$ cat config.mk
export PLATFORM = sky130hd
export DESIGN_NAME = s2m_dma_channel
export DESIGN_NICKNAME = d
export VERILOG_FILES = /design/src/rtl/s2m_pkg.sv /design/src/rtl/s2m_desc_fifo.sv /design/src/rtl/s2m_regs.sv /design/src/rtl/s2m_engine.sv /design/src/rtl/s2m_dma_channel.sv
export SDC_FILE = /design/constraint.sdc
export NUM_CORES = 1
export LEC_CHECK = 0
export BUFFER_PORTS_ARGS = -buffer_cell sky130_fd_sc_hd__buf_2
export CAP_MARGIN = 10
export CORE_UTILIZATION = 55
export DETAILED_ROUTE_END_ITERATION = 8
export HOLD_SLACK_MARGIN = 0.08
export MAX_ROUTING_LAYER = met4
export PLACE_DENSITY = 0.86
export SYNTH_ARGS = -nofsm -noshare
export SYNTH_HDL_FRONTEND = slang
export SYNTH_HIERARCHICAL = 1
export SYNTH_SLANG_ARGS = --single-unit
$ cat constraint.sdc
create_clock -name clk -period 2.89 [get_ports clk]
set_input_delay 0.1445 -clock clk [delete_from_list [all_inputs] [get_ports clk]]
set_output_delay 0.1445 -clock clk [all_outputs]
set_load 0.005 [all_outputs]
$ cat src/rtl/s2m_pkg.sv
package s2m_pkg;
  localparam int REG_ADDR = 0;
  localparam int REG_LEN  = 1;
  localparam int REG_GO   = 2;
  localparam int REG_STAT = 3;
  localparam int REG_IEN  = 4;

  localparam int ST_EMPTY = 0;
  localparam int ST_FULL  = 1;
  localparam int ST_BUSY  = 2;
  localparam int ST_DONE  = 3;

  typedef enum logic {ENG_IDLE = 1'b0, ENG_RUN = 1'b1} eng_state_e;
endpackage

$ cat src/rtl/s2m_desc_fifo.sv
module s2m_desc_fifo #(
  parameter int W     = 18,
  parameter int DEPTH = 4
) (
  input  logic         clk,
  input  logic         rst,
  input  logic         push,
  input  logic [W-1:0] din,
  input  logic         pop,
  output logic [W-1:0] dout,
  output logic         empty,
  output logic         full
);
  localparam int PW = (DEPTH > 1) ? $clog2(DEPTH) : 1;
  localparam logic [PW:0]   CNT_MAX = (PW+1)'(DEPTH);
  localparam logic [PW-1:0] PTR_MAX = PW'(DEPTH - 1);

  logic [W-1:0]  mem [DEPTH];
  logic [PW-1:0] wp_q, rp_q;
  logic [PW:0]   cnt_q;
  logic          do_push, do_pop;

  assign empty   = (cnt_q == '0);
  assign full    = (cnt_q == CNT_MAX);
  assign do_push = push && !full;
  assign do_pop  = pop && !empty;
  assign dout    = mem[rp_q];

  always_ff @(posedge clk) begin
    if (do_push) mem[wp_q] <= din;
  end

  always_ff @(posedge clk) begin
    if (rst) begin
      wp_q  <= '0;
      rp_q  <= '0;
      cnt_q <= '0;
    end else begin
      if (do_push) wp_q <= (wp_q == PTR_MAX) ? '0 : wp_q + 1'b1;
      if (do_pop)  rp_q <= (rp_q == PTR_MAX) ? '0 : rp_q + 1'b1;
      case ({do_push, do_pop})
        2'b10:   cnt_q <= cnt_q + 1'b1;
        2'b01:   cnt_q <= cnt_q - 1'b1;
        default: cnt_q <= cnt_q;
      endcase
    end
  end

  AST_FIFO_NO_OVERFLOW: assert property (@(posedge clk) disable iff (rst)
    push |-> !full);
  AST_FIFO_NO_UNDERFLOW: assert property (@(posedge clk) disable iff (rst)
    pop |-> !empty);
  AST_FIFO_CNT_RANGE: assert property (@(posedge clk) disable iff (rst)
    cnt_q <= CNT_MAX);
endmodule

$ cat src/rtl/s2m_regs.sv
module s2m_regs
  import s2m_pkg::*;
#(
  parameter int ADDR_W = 10,
  parameter int LEN_W  = 8,
  parameter int APB_AW = 5
) (
  input  logic                    clk,
  input  logic                    rst,
  input  logic                    psel,
  input  logic                    penable,
  input  logic                    pwrite,
  input  logic [APB_AW-1:0]       paddr,
  input  logic [31:0]             pwdata,
  output logic [31:0]             prdata,
  input  logic                    q_empty,
  input  logic                    q_full,
  input  logic                    busy,
  input  logic                    done_pulse,
  output logic                    q_push,
  output logic [ADDR_W+LEN_W-1:0] q_din,
  output logic                    irq
);
  localparam int IDX_W = APB_AW - 2;

  logic [IDX_W-1:0]  idx;
  logic              wr_acc, rd_setup;
  logic [ADDR_W-1:0] addr_q;
  logic [LEN_W-1:0]  len_q;
  logic              ien_q, done_q;
  logic              unused_bits;

  assign idx         = paddr[APB_AW-1:2];
  assign wr_acc      = psel && penable && pwrite;
  assign rd_setup    = psel && !penable && !pwrite;
  assign unused_bits = ^{paddr[1:0], pwdata};

  assign q_push = wr_acc && (idx == IDX_W'(REG_GO)) && pwdata[0] && !q_full;
  assign q_din  = {addr_q, len_q};
  assign irq    = done_q && ien_q;

  always_ff @(posedge clk) begin
    if (rst) begin
      addr_q <= '0;
      len_q  <= '0;
      ien_q  <= 1'b0;
      done_q <= 1'b0;
      prdata <= '0;
    end else begin
      if (wr_acc && idx == IDX_W'(REG_ADDR)) addr_q <= pwdata[ADDR_W-1:0];
      if (wr_acc && idx == IDX_W'(REG_LEN))  len_q  <= pwdata[LEN_W-1:0];
      if (wr_acc && idx == IDX_W'(REG_IEN))  ien_q  <= pwdata[0];
      if (done_pulse)
        done_q <= 1'b1;
      else if (wr_acc && idx == IDX_W'(REG_STAT) && pwdata[ST_DONE])
        done_q <= 1'b0;
      if (rd_setup) begin
        prdata <= '0;
        case (idx)
          IDX_W'(REG_ADDR): prdata <= 32'(addr_q);
          IDX_W'(REG_LEN):  prdata <= 32'(len_q);
          IDX_W'(REG_IEN):  prdata <= 32'(ien_q);
          IDX_W'(REG_STAT): begin
            prdata[ST_EMPTY] <= q_empty;
            prdata[ST_FULL]  <= q_full;
            prdata[ST_BUSY]  <= busy;
            prdata[ST_DONE]  <= done_q;
          end
          default: prdata <= '0;
        endcase
      end
    end
  end

  AST_DONE_SET_WINS: assert property (@(posedge clk) disable iff (rst)
    done_pulse |=> done_q);
  AST_DONE_HOLDS: assert property (@(posedge clk) disable iff (rst)
    (done_q && !(wr_acc && idx == IDX_W'(REG_STAT))) |=> done_q);
endmodule

$ cat src/rtl/s2m_engine.sv
module s2m_engine
  import s2m_pkg::*;
#(
  parameter int ADDR_W = 10,
  parameter int LEN_W  = 8,
  parameter int DATA_W = 16
) (
  input  logic              clk,
  input  logic              rst,
  input  logic              q_empty,
  input  logic [ADDR_W-1:0] q_addr,
  input  logic [LEN_W-1:0]  q_len,
  output logic              q_pop,
  input  logic              st_valid,
  output logic              st_ready,
  input  logic [DATA_W-1:0] st_data,
  output logic              wr_req,
  output logic [ADDR_W-1:0] wr_addr,
  output logic [DATA_W-1:0] wr_data,
  input  logic              wr_gnt,
  output logic              done_pulse,
  output logic              running
);
  eng_state_e        state_q;
  logic [ADDR_W-1:0] cur_addr_q;
  logic [LEN_W-1:0]  remain_q;
  logic              beat;

  assign running  = (state_q == ENG_RUN);
  assign q_pop    = !running && !q_empty;
  assign wr_req   = running && st_valid;
  assign st_ready = running && wr_gnt;
  assign beat     = wr_req && wr_gnt;
  assign wr_addr  = cur_addr_q;
  assign wr_data  = st_data;

  always_ff @(posedge clk) begin
    if (rst) begin
      state_q    <= ENG_IDLE;
      cur_addr_q <= '0;
      remain_q   <= '0;
      done_pulse <= 1'b0;
    end else begin
      done_pulse <= 1'b0;
      case (state_q)
        ENG_IDLE: begin
          if (!q_empty) begin
            cur_addr_q <= q_addr;
            remain_q   <= q_len;
            if (q_len == '0) done_pulse <= 1'b1;
            else             state_q    <= ENG_RUN;
          end
        end
        ENG_RUN: begin
          if (beat) begin
            cur_addr_q <= cur_addr_q + 1'b1;
            remain_q   <= remain_q - 1'b1;
            if (remain_q == LEN_W'(1)) begin
              state_q    <= ENG_IDLE;
              done_pulse <= 1'b1;
            end
          end
        end
        default: state_q <= ENG_IDLE;
      endcase
    end
  end

  AST_ADDR_STEP: assert property (@(posedge clk) disable iff (rst)
    (beat && remain_q != LEN_W'(1)) |=> (cur_addr_q == ADDR_W'($past(cur_addr_q) + 1'b1)));
  AST_ZERO_LEN_NO_RUN: assert property (@(posedge clk) disable iff (rst)
    (q_pop && q_len == '0) |=> !running);
  AST_RUN_REMAIN: assert property (@(posedge clk) disable iff (rst)
    running |-> (remain_q != '0));
  AST_NO_REQ_WITHOUT_VALID: assert property (@(posedge clk) disable iff (rst)
    !st_valid |-> !wr_req);
endmodule

$ cat src/rtl/s2m_dma_channel.sv
module s2m_dma_channel #(
  parameter int ADDR_W = 10,
  parameter int LEN_W  = 8,
  parameter int DATA_W = 16,
  parameter int QDEPTH = 4,
  parameter int APB_AW = 5
) (
  input  logic              clk,
  input  logic              rst,
  input  logic              psel,
  input  logic              penable,
  input  logic              pwrite,
  input  logic [APB_AW-1:0] paddr,
  input  logic [31:0]       pwdata,
  output logic [31:0]       prdata,
  input  logic              st_valid,
  output logic              st_ready,
  input  logic [DATA_W-1:0] st_data,
  output logic              wr_req,
  output logic [ADDR_W-1:0] wr_addr,
  output logic [DATA_W-1:0] wr_data,
  input  logic              wr_gnt,
  output logic              irq
);
  localparam int DESC_W = ADDR_W + LEN_W;

  logic              q_push, q_pop, q_empty, q_full;
  logic [DESC_W-1:0] q_din, q_dout;
  logic              done_pulse, running, busy;

  assign busy = running || !q_empty;

  s2m_regs #(.ADDR_W(ADDR_W), .LEN_W(LEN_W), .APB_AW(APB_AW)) u_regs (
    .clk(clk), .rst(rst), .psel(psel), .penable(penable), .pwrite(pwrite),
    .paddr(paddr), .pwdata(pwdata), .prdata(prdata),
    .q_empty(q_empty), .q_full(q_full), .busy(busy), .done_pulse(done_pulse),
    .q_push(q_push), .q_din(q_din), .irq(irq)
  );

  s2m_desc_fifo #(.W(DESC_W), .DEPTH(QDEPTH)) u_fifo (
    .clk(clk), .rst(rst), .push(q_push), .din(q_din), .pop(q_pop),
    .dout(q_dout), .empty(q_empty), .full(q_full)
  );

  s2m_engine #(.ADDR_W(ADDR_W), .LEN_W(LEN_W), .DATA_W(DATA_W)) u_eng (
    .clk(clk), .rst(rst), .q_empty(q_empty),
    .q_addr(q_dout[DESC_W-1:LEN_W]), .q_len(q_dout[LEN_W-1:0]), .q_pop(q_pop),
    .st_valid(st_valid), .st_ready(st_ready), .st_data(st_data),
    .wr_req(wr_req), .wr_addr(wr_addr), .wr_data(wr_data), .wr_gnt(wr_gnt),
    .done_pulse(done_pulse), .running(running)
  );

  AST_IRQ_NEEDS_DONE: assert property (@(posedge clk) disable iff (rst)
    $rose(irq) |-> $past(done_pulse) || $past(psel && penable && pwrite));
endmodule

==> summary.md, run 1 <==
| Metric | Value |
|---|---|
| Outcome | `aborted with a tool error` |
| Fail Step | `detailed routing (5_2_route)` |
| First reported error | `[ERROR DRT-0255] Maze Route cannot find path of net st_data[15] in worker of routeBox ( 96600 96600 ) ( 107340 107340 ).` |
| Global route total overflow | `0` |
| Post-Syn Area | `6100 sq um` |
| Largest area contributor in the synthesized netlist | `sky130_fd_sc_hd__edfxtp_1` |
| Clock H-tree levels | `4` |
| Number of buffers added for setup after CTS | `0` |
| Buffers added on ports | `42` |
| Cell types occupying the most area after synthesis | `sky130_fd_sc_hd__edfxtp_1 35%, sky130_fd_sc_hd__dfxtp_1 19%, sky130_fd_sc_hd__mux4_2 6.6%` |
| Synthesis-stage register bit count | `131` |
| Effective utilization at floorplan | `56.3%` |
| Root buffer selected by CTS | `sky130_fd_sc_hd__clkbuf_8` |
| Last worst endpoint in the global-route repair_timing | `u_fifo/cnt_q[2]$_SDFFE_PP0P_/D` |
| Count of mapped cells out of synthesis | `496` |
| Total of warnings raised by yosys | `6` |
| CTS Buf Count | `17` |
| Mean post-synth cell area | `12.3 sq um` |
| Die Width | `107 microns` |
| Detailed-placement wirelength estimate | `7.84 mm` |
| Number of global-route vias before repair | `3981` |
| Primary FF master, synth | `sky130_fd_sc_hd__edfxtp_1` |
| Global placement routability congestion | `0.820` |
| Row count | `38` |
| Num ports | `121` |
| Number of library cell types mapped by synthesis | `67` |
| Post-Place Cells | `643` |
| Post-synth ARST share | `0%` |
| First-pass GRT wire length | `20.2 mm` |
| Pre-CTS setup slack | `0.147 ns` |
| Area fraction of the dominant cell type after synthesis | `35.4%` |
| Number of flops mapped to enable cells by yosys | `72` |
| Clk sinks | `131` |
| Antenna violations before repair | `0` |
| Pin count of the biggest net entering global routing | `48` |
| Sequential area share after synthesis | `54.8%` |
| GRT Overall Usage | `24.1%` |
| Height of the die | `107 microns` |
| Maximum number of buffers from clock root to sink | `2` |
| Kind of pin the worst path terminates on | `sequential cell input` |
## cells in the mapped netlist (2+ instances only)
cell type                   instances
sky130_fd_sc_hd__mux4_2            18
sky130_fd_sc_hd__clkbuf_1          15
sky130_fd_sc_hd__ha_1               9
sky130_fd_sc_hd__edfxtp_1          72
sky130_fd_sc_hd__a211oi_2           4
sky130_fd_sc_hd__mux2i_1           24
sky130_fd_sc_hd__nor3_1            10
sky130_fd_sc_hd__nand2_1           15
sky130_fd_sc_hd__dfxtp_1           59
sky130_fd_sc_hd__nand3b_1           2
sky130_fd_sc_hd__o31ai_1            2
sky130_fd_sc_hd__nor4_1             3
sky130_fd_sc_hd__a221oi_2           2
sky130_fd_sc_hd__a31oi_1            4
sky130_fd_sc_hd__nor2_1            19
sky130_fd_sc_hd__nand4_1            4
sky130_fd_sc_hd__nor3b_1            3
sky130_fd_sc_hd__and3_2             4
sky130_fd_sc_hd__a22oi_1            2
sky130_fd_sc_hd__a21oi_1           24
sky130_fd_sc_hd__and2_1             5
sky130_fd_sc_hd__or3b_1             3
sky130_fd_sc_hd__o21ai_1            7
sky130_fd_sc_hd__nor2b_1            8
sky130_fd_sc_hd__xor2_1             2
sky130_fd_sc_hd__nand2b_1          29
sky130_fd_sc_hd__a2111oi_2          2
sky130_fd_sc_hd__o21ai_0           14
sky130_fd_sc_hd__inv_1             15
sky130_fd_sc_hd__a22o_1             4
sky130_fd_sc_hd__o21ai_2            2
sky130_fd_sc_hd__buf_6              7
sky130_fd_sc_hd__nand3_1           21
sky130_fd_sc_hd__buf_4             39
sky130_fd_sc_hd__o22ai_1            3
sky130_fd_sc_hd__buf_2              5
sky130_fd_sc_hd__and3_1             4
sky130_fd_sc_hd__a211oi_1           2
## per-layer routing
| metal | track usage, % |
|---|---|
| met5 | - |
| met4 | 9.20 |
| met3 | 6.48 |
| met2 | 39.1 |
| met1 | 28.8 |
## what timing repair did
action / in CTS / in global routing
endpoints found under the hold margin: 20 / 0
resized for setup: 0 / 2
hold buffers: 11 / 0
setup endpoints to repair: 0 / 1
## through the flow
stage	hold WS [ns]	util, %	area (sq um)
global route	0.118	63.3	6860
floorplan	0.220	-	6180
detailed placement	0.289	57.2	6200
global placement	0.289	57.2	6200
CTS	0.0804	63.2	6850
## kinds of logic after synthesis
family / count (synthesis) / synth area share, %
simple gates: 144 / 14.1
flops: 131 / 54.8
buf+inv: 83 / 8.49
compound gates: 81 / 9.12
mux: 44 / 10.9
fa+ha+maj: 10 / 2.17
xor+xnor: 2 / 0.287
other cells: 1 / 0.0614
==> inputs of run 2 (changes only) <==
Settings changed: CORE_UTILIZATION 55 to 40, HOLD_SLACK_MARGIN 0.08 to default, MAX_ROUTING_LAYER met4 to default, PLACE_DENSITY 0.86 to default, PLACE_DENSITY_LB_ADDON from default to 0.15.
==> summary.md, run 2 <==
| Metric | Value |
|---|---|
| Outcome | `finished, violations left (was aborted with a tool error)` |
| Failing checks | `DRC` |
| Vias | `3806` |
| DRC violations left | `12` |
| Cell types occupying the most area after synthesis | `sky130_fd_sc_hd__edfxtp_1 35%, sky130_fd_sc_hd__dfxtp_1 19%, sky130_fd_sc_hd__mux4_2 6.6% (unchanged)` |
| Relative max-transition margin | `38.0%` |
| Die footprint | `15800 sq um` |
| Max IR drop VDD | `0.386 mV` |
| GRT Overall Usage | `16.7% (was 24.1%)` |
| Worst path top cell family by delay | `simple AND/OR/NAND/NOR gates` |
| Largest fanout on the critical path | `8` |
| Layout Cells excl Fill | `723` |
| Xor/xnor share of the synthesized area | `0.287% (unchanged)` |
| Post-detailed-route via-to-cell ratio | `5.26` |
| Final Critical Period | `2.68 ns` |
| Worst endpoint data arrival time | `3.01 ns` |
| Slowest cell on crit path | `sky130_fd_sc_hd__or3b_1` |
| CTS Buf Count | `17 (unchanged)` |
| Share of the clock period used by the worst path | `92.7%` |
| Sequential area share after synthesis | `54.8% (unchanged)` |
| Mux contribution to synthesized area | `10.9% (unchanged)` |
| Row count | `44 (was 38)` |
| Main combinational cell family by area after synthesis | `simple AND/OR/NAND/NOR gates (unchanged)` |
| Number of buffers added for setup after CTS | `0 (unchanged)` |
| Minimum setup slack among reg-to-reg paths | `0.21 ns` |
| Largest stage delay on the critical path | `0.43 ns` |
| Die Width | `126 microns (was 107 microns)` |
| Clock H-tree levels | `4 (unchanged)` |
| Cells along the critical path | `or3b_1 -> inv_1 -> and4bb_4 -> and2_4 -> inv_1 -> ha_1 -> inv_1 -> fa_1 -> xor2_1 -> or3_2 -> a21oi_1` |
| Global placement routability congestion | `0.755 (was 0.820)` |
| Leading post-synthesis cells by instance count | `72 x sky130_fd_sc_hd__edfxtp_1, 59 x sky130_fd_sc_hd__dfxtp_1, 39 x sky130_fd_sc_hd__buf_4 (unchanged)` |
| Type of origin of the critical path | `register` |
| Unrepaired setup endpoints after global routing | `false` |
| Routed wirelength normalized by instance count | `17.3 microns` |
| Effective utilization at floorplan | `41.5% (was 56.3%)` |
| Cell area after layout | `6930 sq um` |
| Filler Cells Inserted | `1328` |
| Inserted Diodes | `0` |
| Leading cell types in the layout, fill and taps excluded | `72 x sky130_fd_sc_hd__edfxtp_1, 58 x sky130_fd_sc_hd__dfxtp_1, 42 x sky130_fd_sc_hd__buf_2` |
| Number of library cell types mapped by synthesis | `67 (unchanged)` |
| Sw Pwr | `0.000830 W` |
| Global route total overflow | `0 (unchanged)` |
| Pins over their slew limit | `0` |
| Kind of end point of the critical path | `register` |
| Pin count of the biggest net entering global routing | `36 (was 48)` |
| Root buffer selected by CTS | `sky130_fd_sc_hd__clkbuf_16 (was sky130_fd_sc_hd__clkbuf_8)` |
| TritonRoute pass-1 iters | `6` |
| CTS tree | `yes` |
| Post-DP Area | `6290 sq um (was 6200 sq um)` |
| First-pass GRT wire length | `19.9 mm (was 20.2 mm)` |
| Largest area contributor in the synthesized netlist | `sky130_fd_sc_hd__edfxtp_1 (unchanged)` |
| Internal power consumption | `0.00342 W` |
| Largest register FFs | `72` |
| Post-Place Cells | `690 (was 643)` |
| Area fraction of the dominant cell type after synthesis | `35.4% (unchanged)` |
| Fraction of the mapped netlist area in compound gates | `9.12% (unchanged)` |
| Clock latency on the worst-skew pair | `0.41 ns` |
| Synthesis-stage register bit count | `131 (unchanged)` |
| Worst setup path class | `register to register` |
| Worst slew pin tran | `0.930 ns` |
| Leakage Power | `2.53 nW` |
| Post-DRT Antenna Nets | `0` |
| Clock transition at path regs | `0.06 ns` |
| Std-Cell Core Area | `14700 sq um` |
| Startpoint of the worst hold path | `pwdata[4]` |
| Height of the die | `126 microns (was 107 microns)` |
| Post-synth ARST share | `0% (unchanged)` |
| Max-cap violations | `0` |
| Buffers added on ports | `42 (unchanged)` |
| Clk sinks | `131 (unchanged)` |
| Part of the total power dissipated in the clock network | `51.6%` |
| Worst path required time | `3.22 ns` |
| Register containing the most flip-flops in the final layout | `u_fifo/mem` |
| Worst hold endpoint | `u_regs/len_q[4]` |
| Total of warnings raised by yosys | `6 (unchanged)` |
| Mean post-synth cell area | `12.3 sq um (unchanged)` |
| # setup viols final | `0` |
| Most frequent cell on the critical path | `sky130_fd_sc_hd__inv_1` |
| Post-Syn Area | `6100 sq um (unchanged)` |
| Number of DRC violations after detailed-routing iteration 0 | `234` |
| Worst Hold Class | `input pin to register` |
| Count of mapped cells out of synthesis | `496 (unchanged)` |
| Number of global-route vias before repair | `3791 (was 3981)` |
| Simple-gate portion of the synthesized area | `14.1% (unchanged)` |
| Top achievable clock speed | `373 MHz` |
| Detailed-placement wirelength estimate | `8.27 mm (was 7.84 mm)` |
| Reg power frac | `46.0%` |
| Worst hold path cell count | `3` |
| R2r worst-path depth | `11` |
| Most used standard cell by instance count after synthesis | `sky130_fd_sc_hd__edfxtp_1 (unchanged)` |
| Num ports | `121 (unchanged)` |
| Total wirelength of the detailed-routed design | `12.5 mm` |
| Number of flops mapped to enable cells by yosys | `72 (unchanged)` |
| Most common cell after layout, fill and taps aside | `sky130_fd_sc_hd__edfxtp_1` |
| Switching Share | `19.5%` |
| Primary FF master, synth | `sky130_fd_sc_hd__edfxtp_1 (unchanged)` |
| End of the worst register-to-register path | `u_fifo/cnt_q[2]` |
| Critical path buffers and inverters | `3` |
| Logic pwr share | `2.4%` |
| Critical R2R Launch | `u_fifo/cnt_q[1]` |
| Post-synthesis adder-cell area fraction | `2.17% (unchanged)` |
| Fraction of final layout cells sized beyond drive strength 1 | `24.5%` |
| Number of nets in the layout | `597` |
| Power per unit of standard cell area | `614 nW/um^2` |
| Area delta synth->final | `13.5%` |
| Antenna violations before repair | `0 (unchanged)` |
| Number of endpoints with negative hold slack in the final report | `0` |
| Total negative slack for setup checks | `0 ns` |
| Setup skew after layout | `0.00683 ns` |
| Maximum number of buffers from clock root to sink | `2 (unchanged)` |
## run 2: cell families (layout without fill, tap and decap cells)
family                     after synthesis  count (layout)
AOI/OAI and AO/OA                       81              81
xor gates and xnor gates                 2               2
adders and majority gates               10              10
buffers and inverters                   83             105
DFF                                    131             131
muxes                                   44              44
other                                    1              22
and+or+nand+nor                        144             144
## run 2: through the flow
step	utilization (%)	hold WS, ns	total power, W	setup WS [ns]
2_1_floorplan	-	0.220	0.00210	0.238
3_3_place_gp	42.8	0.289	0.00209	0.222
3_5_place_dp	42.8	0.289	0.00209	0.135
4_1_cts	47.1	0.0193	0.00429	0.119
5_1_grt	47.1	0.0491	0.00438	0.0351
6_report	47.1	0.0285	0.00425	0.210
## run 2: timing repair
action                                  in CTS  in global routing
endpoints found under the setup margin       0                  1
hold endpoints to repair                     2                  0
hold buffers                                 2                  0
gates resized for setup                      0                  2
## run 2: how the worst max path moves through the flow
stage / start / end / cells past startpoint
after global placement: u_fifo/cnt_q[2] / u_fifo/cnt_q[2] / 11
after global routing: u_fifo/cnt_q[1] / u_fifo/cnt_q[2] / 11
final: u_fifo/cnt_q[1] / u_fifo/cnt_q[2] / 11
after detailed placement: u_fifo/cnt_q[2] / u_fifo/cnt_q[2] / 11
after CTS: u_fifo/cnt_q[2] / u_fifo/cnt_q[2] / 11
after floorplan: u_fifo/cnt_q[2] / u_fifo/cnt_q[2] / 12
## run 2: cell type report
type / count / area [sq um] / share of cell area [%]
Timing Repair Buffer: 58 / 348 / 5.02
Clock inverter: 7 / 91.3 / 1.32
Inverter: 16 / 60.1 / 0.867
Sequential cell: 131 / 3340 / 48.3
Multi-Input combinational cell: 303 / 2330 / 33.6
Tap cell: 184 / 230 / 3.32
Clock buffer: 24 / 524 / 7.57
## run 2: tightest hold or removal path: cells and delay by family
family | cells | cell delay [ns]
buffers and inverters | 1 | 0.10
AND/OR/NAND/NOR | 1 | 0.08
multiplexers | 1 | 0.06
## run 2: power groups by stage
stage	clock network, W	registers, W	logic (W)
after global routing	0.00231	0.00196	0.000110
after CTS	0.00223	0.00196	0.000101
after detailed placement	0	0.00200	0.0000983
after global placement	0	0.00200	0.0000978
final	0.00220	0.00196	0.000101
after floorplan	0	0.00199	0.000102
## run 2: per-layer routing
metal  part of all wire, %  track usage [%]  vias up
li1                      -                -     1830
met1                    48             22.3     1834
met2                    46             26.2      122
met3                   5.0             4.24       20
met4                   1.2             6.53        0
met5                     0                0        -
(Power assumes the default switching activity.)
